$ cat config.mk
export PLATFORM = sky130hd
export DESIGN_NAME = hsr_requester
export DESIGN_NICKNAME = d
export VERILOG_FILES = /design/src/rtl/hsr_pkg.sv /design/src/rtl/hsr_sync.sv /design/src/rtl/hsr_capture.sv /design/src/rtl/hsr_requester.sv
export SDC_FILE = /design/constraint.sdc
export NUM_CORES = 1
export LEC_CHECK = 0
export BUFFER_PORTS_ARGS = -buffer_cell sky130_fd_sc_hd__buf_4
export CELL_PAD_IN_SITES_DETAIL_PLACEMENT = 2
export CELL_PAD_IN_SITES_GLOBAL_PLACEMENT = 2
export CORE_ASPECT_RATIO = 0.9
export CORE_MARGIN = 2
export CORE_UTILIZATION = 27
export DETAILED_ROUTE_END_ITERATION = 10
export PLACE_DENSITY = 0.75
export SYNTH_ARGS = -nofsm -noshare
export SYNTH_HDL_FRONTEND = slang
export SYNTH_SLANG_ARGS = --single-unit
$ cat constraint.sdc
create_clock -name clk -period 1.45 [get_ports clk]
set_input_delay 0.145 -clock clk [delete_from_list [all_inputs] [get_ports clk]]
set_output_delay 0.145 -clock clk [all_outputs]
set_load 0.005 [all_outputs]
$ cat src/rtl/hsr_pkg.sv
package hsr_pkg;

    typedef enum logic [2:0] {
        ST_IDLE  = 3'd0,
        ST_REQ   = 3'd1,
        ST_ACKLO = 3'd2,
        ST_WRDY  = 3'd3,
        ST_ACKD  = 3'd4
    } hsr_state_e;

endpackage

$ cat src/rtl/hsr_sync.sv
module hsr_sync #(
    parameter int W      = 2,
    parameter int STAGES = 2
) (
    input  logic         clk,
    input  logic         rst_n,
    input  logic [W-1:0] async_i,
    output logic [W-1:0] sync_o
);
    logic [W-1:0] stage_q [STAGES];

    genvar g;
    generate
        for (g = 0; g < STAGES; g++) begin : g_stage
            logic [W-1:0] stage_d;
            if (g == 0) begin : g_first
                always_comb stage_d = async_i;
            end else begin : g_next
                always_comb stage_d = stage_q[g-1];
            end
            always_ff @(posedge clk or negedge rst_n) begin
                if (!rst_n) stage_q[g] <= '0;
                else        stage_q[g] <= stage_d;
            end
        end
    endgenerate

    assign sync_o = stage_q[STAGES-1];
endmodule

$ cat src/rtl/hsr_capture.sv
module hsr_capture #(
    parameter int DW = 32
) (
    input  logic          clk,
    input  logic          rst_n,
    input  logic          load_i,
    input  logic [DW-1:0] data_i,
    output logic [DW-1:0] data_o
);
    logic [DW-1:0] word_d, word_q;

    always_comb begin
        word_d = word_q;
        if (load_i) word_d = data_i;
    end

    always_ff @(posedge clk or negedge rst_n) begin
        if (!rst_n) word_q <= '0;
        else        word_q <= word_d;
    end

    assign data_o = word_q;
endmodule

$ cat src/rtl/hsr_requester.sv
module hsr_requester
    import hsr_pkg::*;
#(
    parameter int AW          = 32,
    parameter int DW          = 32,
    parameter int SYNC_STAGES = 2
) (
    input  logic          clk,
    input  logic          rst_n,
    input  logic          start_i,
    input  logic [AW-1:0] addr_i,
    output logic          busy_o,
    output logic          done_o,
    output logic [DW-1:0] rdata_o,
    output logic          bus_req_o,
    output logic          bus_addr_oe_o,
    output logic [AW-1:0] bus_addr_o,
    input  logic          bus_ack_i,
    input  logic          bus_rdy_i,
    input  logic [DW-1:0] bus_data_i,
    output logic          bus_ack_o
);
    localparam int NCTL = 2;

    typedef struct packed {
        hsr_state_e    st;
        logic          req;
        logic          oe;
        logic          ack;
        logic          done;
        logic [AW-1:0] addr;
    } ctl_t;

    ctl_t ctl_d, ctl_q;

    logic [NCTL-1:0] ctl_raw, ctl_sync;
    logic            ack_s, rdy_s;
    logic            cap_load;

    assign ctl_raw = {bus_rdy_i, bus_ack_i};

    hsr_sync #(.W(NCTL), .STAGES(SYNC_STAGES)) u_sync (
        .clk     (clk),
        .rst_n   (rst_n),
        .async_i (ctl_raw),
        .sync_o  (ctl_sync)
    );

    assign ack_s = ctl_sync[0];
    assign rdy_s = ctl_sync[1];

    hsr_capture #(.DW(DW)) u_cap (
        .clk    (clk),
        .rst_n  (rst_n),
        .load_i (cap_load),
        .data_i (bus_data_i),
        .data_o (rdata_o)
    );

    always_comb begin
        ctl_d      = ctl_q;
        ctl_d.done = 1'b0;
        cap_load   = 1'b0;
        unique case (ctl_q.st)
            ST_IDLE: begin
                if (start_i) begin
                    ctl_d.st   = ST_REQ;
                    ctl_d.req  = 1'b1;
                    ctl_d.oe   = 1'b1;
                    ctl_d.addr = addr_i;
                end
            end
            ST_REQ: begin
                if (ack_s) begin
                    ctl_d.st  = ST_ACKLO;
                    ctl_d.req = 1'b0;
                    ctl_d.oe  = 1'b0;
                end
            end
            ST_ACKLO: begin
                if (!ack_s) ctl_d.st = ST_WRDY;
            end
            ST_WRDY: begin
                if (rdy_s) begin
                    cap_load  = 1'b1;
                    ctl_d.ack = 1'b1;
                    ctl_d.st  = ST_ACKD;
                end
            end
            ST_ACKD: begin
                if (!rdy_s) begin
                    ctl_d.ack  = 1'b0;
                    ctl_d.done = 1'b1;
                    ctl_d.st   = ST_IDLE;
                end
            end
            default: begin
                ctl_d.st  = ST_IDLE;
                ctl_d.req = 1'b0;
                ctl_d.oe  = 1'b0;
                ctl_d.ack = 1'b0;
            end
        endcase
    end

    always_ff @(posedge clk or negedge rst_n) begin
        if (!rst_n) begin
            ctl_q <= '{st: ST_IDLE, req: 1'b0, oe: 1'b0, ack: 1'b0,
                       done: 1'b0, addr: '0};
        end else begin
            ctl_q <= ctl_d;
        end
    end

    assign busy_o        = (ctl_q.st != ST_IDLE);
    assign done_o        = ctl_q.done;
    assign bus_req_o     = ctl_q.req;
    assign bus_addr_oe_o = ctl_q.oe;
    assign bus_addr_o    = ctl_q.oe ? ctl_q.addr : '0;
    assign bus_ack_o     = ctl_q.ack;
endmodule

==> After elaboration in Yosys (flattened, before gate mapping) <==
Index checks and enable logic that the tools add are counted.
{ "totals": {"regBits": 75, "inputBits": 69, "elab_cells": 42} }
{ "classes": {"eq_ne": 9, "mux": 14, "bitwise": 2, "reduce_logical": 8} }
{ "op_table": {"columns": ["cell", "count"], "rows": [
  ["$mux W32", 1],
  ["$pmux W3 S5", 1],
  ["$mux W5", 2],
  ["$mux W3", 3],
  ["$eq A3 B2 Y1 const B", 2],
  ["$ne A2 B2 Y1 const B", 3],
  ["$pmux W2 S3", 1],
  ["$reduce_and A3 Y1", 2],
  ["$reduce_or A3 Y1", 2],
  ["$reduce_and A5 Y1", 1],
  ["$mux W1", 4],
  ["$ne A2 B1 Y1 const B", 2],
  ["$eq A3 B1 Y1 const B", 1],
  ["$eq A3 B3 Y1 const B", 1],
  ["$logic_not A3 Y1", 1],
  ["$pmux W1 S3", 1],
  ["$reduce_bool A3 Y1", 1],
  ["$mux W2", 1],
  ["$not A1 Y1", 2],
  ["$reduce_and A2 Y1", 1]
]} }

==> Depth between registers and ports, before layout <==
Gate-level depths: netlist of the first run.
{ "logic_depth": {"depth_word": 4, "depth_mapped": 6, "ltp_nobuf": 3} }

==> Hierarchy <==
Synthesis of the first run repeated with hierarchy kept, for this count alone.
{ "hier_totals": {"hier_cells": 210, "area_unflattened_um2": 3344.5} }
{ "by_module_without_submodules": {"columns": ["mod", "n_inst", "cells_each", "area_each_um2", "seq_area_each_um2"], "rows": [
  ["hsr_requester", 1, 138, 1899.3, 950.9],
  ["hsr_capture", 1, 68, 1345.0, 800.8],
  ["hsr_sync", 1, 4, 100.1, 100.1]
]} }

==> Worst setup path before layout of the first run <==
Ideal clock, no wire load.
{ "synth_timing": {"path_kind": "register to register", "start": "reg ctl_q[36] (netlist bit)", "end": "reg ctl_q[1] (netlist bit)", "arrival_time_ns": 1.348, "slack_ns": -0.023, "path_stages_with_launch": 7, "n_path_buf": 3, "period_less_slack_ns": 1.473, "path_cell_list": "dfrtp_1 -> buf_4 -> nor2_2 -> and2_1 -> buf_6 -> buf_6 -> mux2_2"} }
{ "synth_via": {"elab_chain_len": 2} }
{ "synth_rtl": {"columns": ["element", "line", "text"], "rows": [
  ["from (decl)", "hsr_requester.sv:34", "ctl_t ctl_d, ctl_q;"],
  ["from (signal assigned)", "hsr_requester.sv:108", "ctl_q <= '{st: ST_IDLE, req: 1'b0, oe: 1'b0, ack: 1'b0,"],
  ["from (signal assigned)", "hsr_requester.sv:111", "ctl_q <= ctl_d;"],
  ["$logic_not A3 Y1", "hsr_requester.sv:64", "unique case (ctl_q.st)"],
  ["$reduce_and A2 Y1 (no line)", null, null]
]} }
No other way between the ends.
A chain may end at the register's enable or synchronous reset.

==> Worst setup path after layout of the first run <==
{ "layout_timing": {"start": "reg ctl_q[37] (netlist bit)", "end": "reg u_cap.word_q[30], in the netlist u_cap.data_o[30]"} }
{ "layout_via": {"elab_chain_len": 2} }
{ "layout_rtl": {"columns": ["element", "line", "text"], "rows": [
  ["$eq A3 B2 Y1", "hsr_requester.sv:64", null],
  ["$mux W1", "hsr_requester.sv:64", null],
  ["to (signal assigned)", "hsr_capture.sv:19", "else word_q <= word_d;"],
  ["to (decl)", "hsr_capture.sv:10", "logic [DW-1:0] word_d, word_q;"]
]} }
No other way between the ends.

==> results of run 1 <==
-- repair_timing --
| item | in CTS | in global routing |
|---|---|---|
| endpoints found under the setup margin | 8 | 66 |
| gates cloned | 1 | 3 |
| pin swaps | 1 | 0 |
| setup buffers | 7 | 3 |
| endpoints found under the hold margin | 30 | 0 |
| gates resized for setup | 36 | 34 |
| hold buffers | 3 | 0 |
-- final cells by class --
cell class              instances  area (sq um)  share of cell area (%)
clock buffers                  13           260                    5.17
flip-flops and latches         74          1850                    36.8
well taps                     152           190                    3.78
multi-input cells             121          1340                    26.6
repair buffers                165          1390                    27.6
-- flip-flops by register name, indices dropped and copies added (netlist names) --
signal                  count
ctl_q                      35
u_sync.g_stage.stage_d      2
bus_req_o                   1
u_cap.data_o               32
u_sync.sync_o               2
bus_ack_o                   1
done_o                      1
-- layer usage --
layer	routed length, um	GRT usage, %	vias to the layer above
met4	133	4.03	0
met3	711	5.35	13
met1	3680	17.4	1160
met2	4510	23.9	91
met5	0	0	-
li1	-	-	1025
-- cells in the mapped netlist, types with 2 or more instances --
| cell | n |
|---|---|
| and2_1 | 33 |
| buf_4 | 3 |
| buf_6 | 7 |
| clkbuf_1 | 3 |
| dfrtp_1 | 74 |
| mux2_2 | 56 |
| mux2_4 | 8 |
| nand2b_1 | 2 |
| nand3_1 | 2 |
| nor2b_1 | 5 |
| o21ai_0 | 2 |
-- power by group through the flow --
stage	Combinational, W	Clock (W)	Sequential (W)
global route	0.00568	0.00213	0.00379
finish	0.00524	0.00198	0.00365
floorplan	0.00212	0	0.00353
CTS	0.00481	0.00207	0.00362
global placement	0.00410	0	0.00355
detailed placement	0.00425	0	0.00364
-- cells by family (layout without fill, tap and decap cells) --
logic type,after synthesis,after routing
flip-flops,74,74
multiplexers,64,64
AND/OR/NAND/NOR,51,51
buffers and inverters,13,178
AO/OA/AOI/OAI,6,6
-- per-stage QoR --
stage	TNS [ps]	instance area (sq um)	util [%]	instances	setup WS, ps
floorplan	0	3090	-	208	5.09
global placement	0	4350	39.6	497	63.5
detailed placement	-4.80	4350	39.6	497	-4.80
CTS	-1770	4860	44.2	521	-74.3
global route	-3590	5040	45.8	525	-91.6
finish	-1450	5040	45.8	525	-60.9
-- worst max-delay path, stage by stage, from the launching register on --
cell,delay (ps)
dfrtp_2,420
buf_6,130
and2b_2,220
nand3_4,130
clkbuf_16,200
mux2_4,300
-- how the worst min path moves through the flow --
stage	to	from	slack (ps)
floorplan	bus_ack_o	rst_n	-150
global placement	ctl_q[22]	rst_n	110
detailed placement	ctl_q[22]	rst_n	110
CTS	u_cap.data_o[24]	bus_data_i[24]	30
global route	u_cap.data_o[12]	bus_data_i[12]	40
finish	u_cap.data_o[12]	bus_data_i[12]	50
==> metrics, run 1 <==
result of the run=complete, but fails checks; violations in the final reports=negative setup slack; category of the worst setup path launch point=flip-flop; main combinational cell family by area after synthesis=multiplexers; placeable core region=11,000 sq um; largest buffer count on any clock path=2; average detailed-routed wire length per instance=17.2 um; highest ir drop seen on vdd=0.000940 V; critical path class=reg -> reg; total CTS buffers=9; Combinational Power Share=48.2%; vias in the first global route=2,588; adder-cell area share of the yosys netlist=0%; part of the total power dissipated in the clock network=18.2%; cell at the root of the clock tree=clkbuf_16; GR Util All Layers=14.4%; reg2reg path depth=5; post-synth top area share=60.1%; number of rows created at floorplan=36; I/O pins=138; yosys warns=0; number of enable-type register cells in the synthesized netlist=0; Critical path origin=ctl_q[37]; gp weighted congestion=0.716; Yosys cell types=24; Net count, final=440; final-layout fill cell count=1,091; share of final-layout standard cells stronger than drive strength 1=65.4%; Int Power=0.00781 W; starting density of the core=28.0%; setup violation total in the final timing report=52; Mapped Nets=277; Max-Slew Margin vs Limit=72.9%; max capacitance violation total=0; die height=105 um; CTS Sinks=74; worst reg2reg path endpoint=u_cap.data_o[30]; wire length after detailed routing=9.04 mm; number of port buffers=137; GRT Residual Overflow=0; share of synthesized area spent on multiplexers=24.4%; static leakage=2.54 nW; most used cells in the layout excluding fill and tap cells=buf_4, dfrtp_1, mux2_4, and2_1, clkbuf_16; Worst Setup Slack, final=-60.9 ps; overall power of the completed layout=0.0109 W; required time worst endpoint=1660 ps; synthesized-area fraction occupied by and/or/nand/nor cells=10.6%; antenna diode instance count=0; cell depth of the worst hold path=2; cell accounting for the most synthesized area=dfrtp_1; Avg Cell Area, Syn=14.8 sq um; global-route wire length before repair=13.5 mm; worst path arrival time=1720 ps; antenna violations before repair=0; Synth Area in XOR/XNOR=0%; gate count after technology mapping=208; Pwr per Cell Area=2160 nW/um^2; actual transition at the worst max-transition pin=406 ps; clock latency reported for the late side of the worst-skew pair=320 ps; overall die area=12,300 sq um; largest net degree at the start of global routing=33; worst min path class=in -> reg; Net Sw Power=0.00307 W; Seq pwr share=33.6%; RSZ-0062 raised after global routing=true; clock transition time at the flip-flop clock pins of the worst setup and hold paths=50 ps; worst reg2reg setup slack=-60 ps; switching fraction of total power=28.2%; number of synthesized register bits=74; DPL Wire Length=6.04 mm; final worst clock skew=3.49 ps; per-cell via count in the routed design=4.36; compound-gate portion of the synthesized area=1.22%; Antenna Violating Nets Remaining=0; most common cell after layout, fill and taps aside=buf_4; synthesized area=3080 sq um; Via Count=2,289; post-route fraction of the period consumed by the critical path=104%; sequential area share after synthesis=60.1%; number of pins exceeding their max-slew limit in the final report=0; drt pass-1 iters=4; peak clock frequency supported by timing=662 MHz; Final min period=1510 ps; final hold violation count=0; maximum fanout along the worst path=8; cells taking the most area after synthesis=dfrtp_1, mux2_2, and2_1; Async SR Flop Fraction=100%; final-layout worst hold slack=48.1 ps; Syn-to-layout area delta=63.6%; kind of capture point of the worst setup path=flip-flop; number of H-tree levels=3; most common flop cell mapped by yosys=dfrtp_1; launching point of the worst reg2reg path=ctl_q[37]; clock tree from TritonCTS=built; critical path capture point=u_cap.data_o[30]; post-route DRC violation count=0; Die X=117 um; iteration-0 DRC count of the detailed router=61
Note: power is estimated with default switching activity, not from simulation.
==> run 2: changes to the inputs <==
ABC_AREA = 1   (was not set)
CORE_UTILIZATION = 23   (was 27)
PLACE_DENSITY = 0.74   (was 0.75)
==> metrics, run 2 <==
critical path class=reg -> out; total instance count after detailed placement=717; Yosys cell types=14; highest ir drop seen on vdd=0.000695 V; per-cell via count in the routed design=4.29; number of enable-type register cells in the synthesized netlist=0; clock transition time at the flip-flop clock pins of the worst setup and hold paths=60 ps; iteration-0 DRC count of the detailed router=101; global-route wire length before repair=18.1 mm; multi-input gate area in the final layout=1110 sq um; drt pass-1 iters=4; number of port buffers=137; die height=117 um; worst min path class=in -> reg; static leakage=2.87 nW; Async SR Flop Fraction=100%; Seq. cell area=1860 sq um; Final min period=1430 ps; largest buffer count on any clock path=2; clock tree from TritonCTS=built; placeable core region=13,900 sq um; post-route insts no fill=743; gate count after technology mapping=404; Combinational Power Share=42.2%; post-synth top area share=57.0%; largest reg by FF count=ctl_q; Net Sw Power=0.00365 W; post-route DRC violation count=0; Post-synth top cells=nand2_1, dfrtp_1, nand3_1; TNS Setup=0 ps; category of the worst setup path launch point=flip-flop; overall die area=15,100 sq um; final hold violation count=0; most common cell after layout, fill and taps aside=nand2_1; Antenna Violating Nets Remaining=0; gp weighted congestion=0.731; post-route cell area=4960 sq um; vias in the first global route=3,573; total CTS buffers=9; synthesized area=3250 sq um; most used cells in the layout excluding fill and tap cells=nand2_1, buf_4, nand3_1, dfrtp_1, inv_1; cell accounting for the most synthesized area=dfrtp_1; Syn-to-layout area delta=52.6%; switching fraction of total power=36.3%; post-route fraction of the period consumed by the critical path=98.4%; share of final-layout standard cells stronger than drive strength 1=33.1%; cells taking the most area after synthesis=dfrtp_1, nand2_1, nand3_1; setup violation total in the final timing report=0; number of synthesized register bits=74; final worst clock skew=5.70 ps; final-layout fill cell count=1,559; Net count, final=614; Int Power=0.00642 W; number of H-tree levels=3; most common flop cell mapped by yosys=dfrtp_1; I/O pins=138; Seq pwr share=35.6%; kind of capture point of the worst setup path=primary output; sequential area share after synthesis=57.0%; RSZ-0062 raised after global routing=true; required time worst endpoint=1310 ps; yosys warns=0; Pwr per Cell Area=2030 nW/um^2; DPL Wire Length=7.84 mm; number of rows created at floorplan=41; worst path arrival time=1280 ps; antenna violations before repair=0; Max-Slew Margin vs Limit=73.5%; GR Util All Layers=15.7%; average detailed-routed wire length per instance=15.2 um; GRT Residual Overflow=0; Avg Cell Area, Syn=8.04 sq um; number of pins exceeding their max-slew limit in the final report=0; CTS Sinks=74; antenna diode instance count=0; maximum fanout along the worst path=3; result of the run=complete, no violations; Placed Area=4520 sq um; cell at the root of the clock tree=clkbuf_16; peak clock frequency supported by timing=701 MHz; Mapped Nets=473; final-layout worst hold slack=33.1 ps; most numerous cell in the Yosys netlist=nand2_1; part of the total power dissipated in the clock network=22.2%; clock latency reported for the late side of the worst-skew pair=340 ps; wire length after detailed routing=11.3 mm; starting density of the core=23.4%; actual transition at the worst max-transition pin=398 ps; Via Count=3,184; largest net degree at the start of global routing=35; max FFs per register=35; max capacitance violation total=0; Die X=129 um
run 2: path summary, 6_finish.rpt:
path	from	endpoint	slack, ps	depth (start not counted)
min in group asynchronous	rst_n	ctl_q[7]	280	2
max reg2reg	ctl_q[37]	ctl_q[12]	70	5
max in group asynchronous	rst_n	ctl_q[20]	560	3
min	bus_data_i[19]	u_cap.data_o[19]	30	3
min reg2reg	u_sync.g_stage[1].stage_d[0]	u_sync.sync_o[0]	350	0
max	ctl_q[37]	busy_o	20	4
run 2: final cells by class:
type / count / share of cell area (%)
flip-flops and latches: 74 / 37.4
clock inverters: 6 / 1.34
well taps: 193 / 4.87
repair buffers: 158 / 26.3
inverters: 39 / 3.00
clock buffers: 10 / 4.62
multi-input cells: 263 / 22.5
run 2: per-layer routing:
| layer | track usage [%] | up-vias | part of all wire, % |
|---|---|---|---|
| li1 | - | 1514 | - |
| met3 | 6.09 | 10 | 9.1 |
| met2 | 25.9 | 103 | 47 |
| met1 | 19.0 | 1557 | 42 |
| met5 | 0 | - | 0 |
| met4 | 5.22 | 0 | 1.4 |
run 2: worst max-delay path, cell delays in order (launching register included):
cell,delay [ps]
dfrtp_2,430
nor3_4,250
buf_12,140
inv_4,20
buf_6,100
run 2: cells by family (layout without fill, tap and decap cells):
kind of cell	count (synthesis)	in the layout	share of synthesized area (%)
simple gates	261	261	33.7
compound gates	2	2	0.308
buf+inv	67	213	9.01
flops	74	74	57.0
run 2: power by group through the flow:
stage | clock network, W | logic, W | registers (W)
after floorplan | 0 | 0.00199 | 0.00347
after global routing | 0.00240 | 0.00485 | 0.00372
final | 0.00224 | 0.00425 | 0.00358
after global placement | 0 | 0.00372 | 0.00359
after detailed placement | 0 | 0.00394 | 0.00362
after CTS | 0.00234 | 0.00435 | 0.00360
run 2: repair_timing:
item                                    4_1_cts  5_1_grt
pin swaps                                     1        0
hold buffers                                  3        0
setup buffers                                 7        0
endpoints found under the setup margin        4       26
cloned                                        1        0
gates resized for setup                       5        5
hold endpoints to repair                     25        0
run 2: through the flow:
step	setup WS, ps	utilization (%)	total power, W
2_1_floorplan	204	-	0.00545
3_3_place_gp	110	32.5	0.00731
3_5_place_dp	-12.1	32.5	0.00756
4_1_cts	-7.74	35.6	0.0103
5_1_grt	-56.2	35.6	0.0110
6_report	23.6	35.6	0.0101
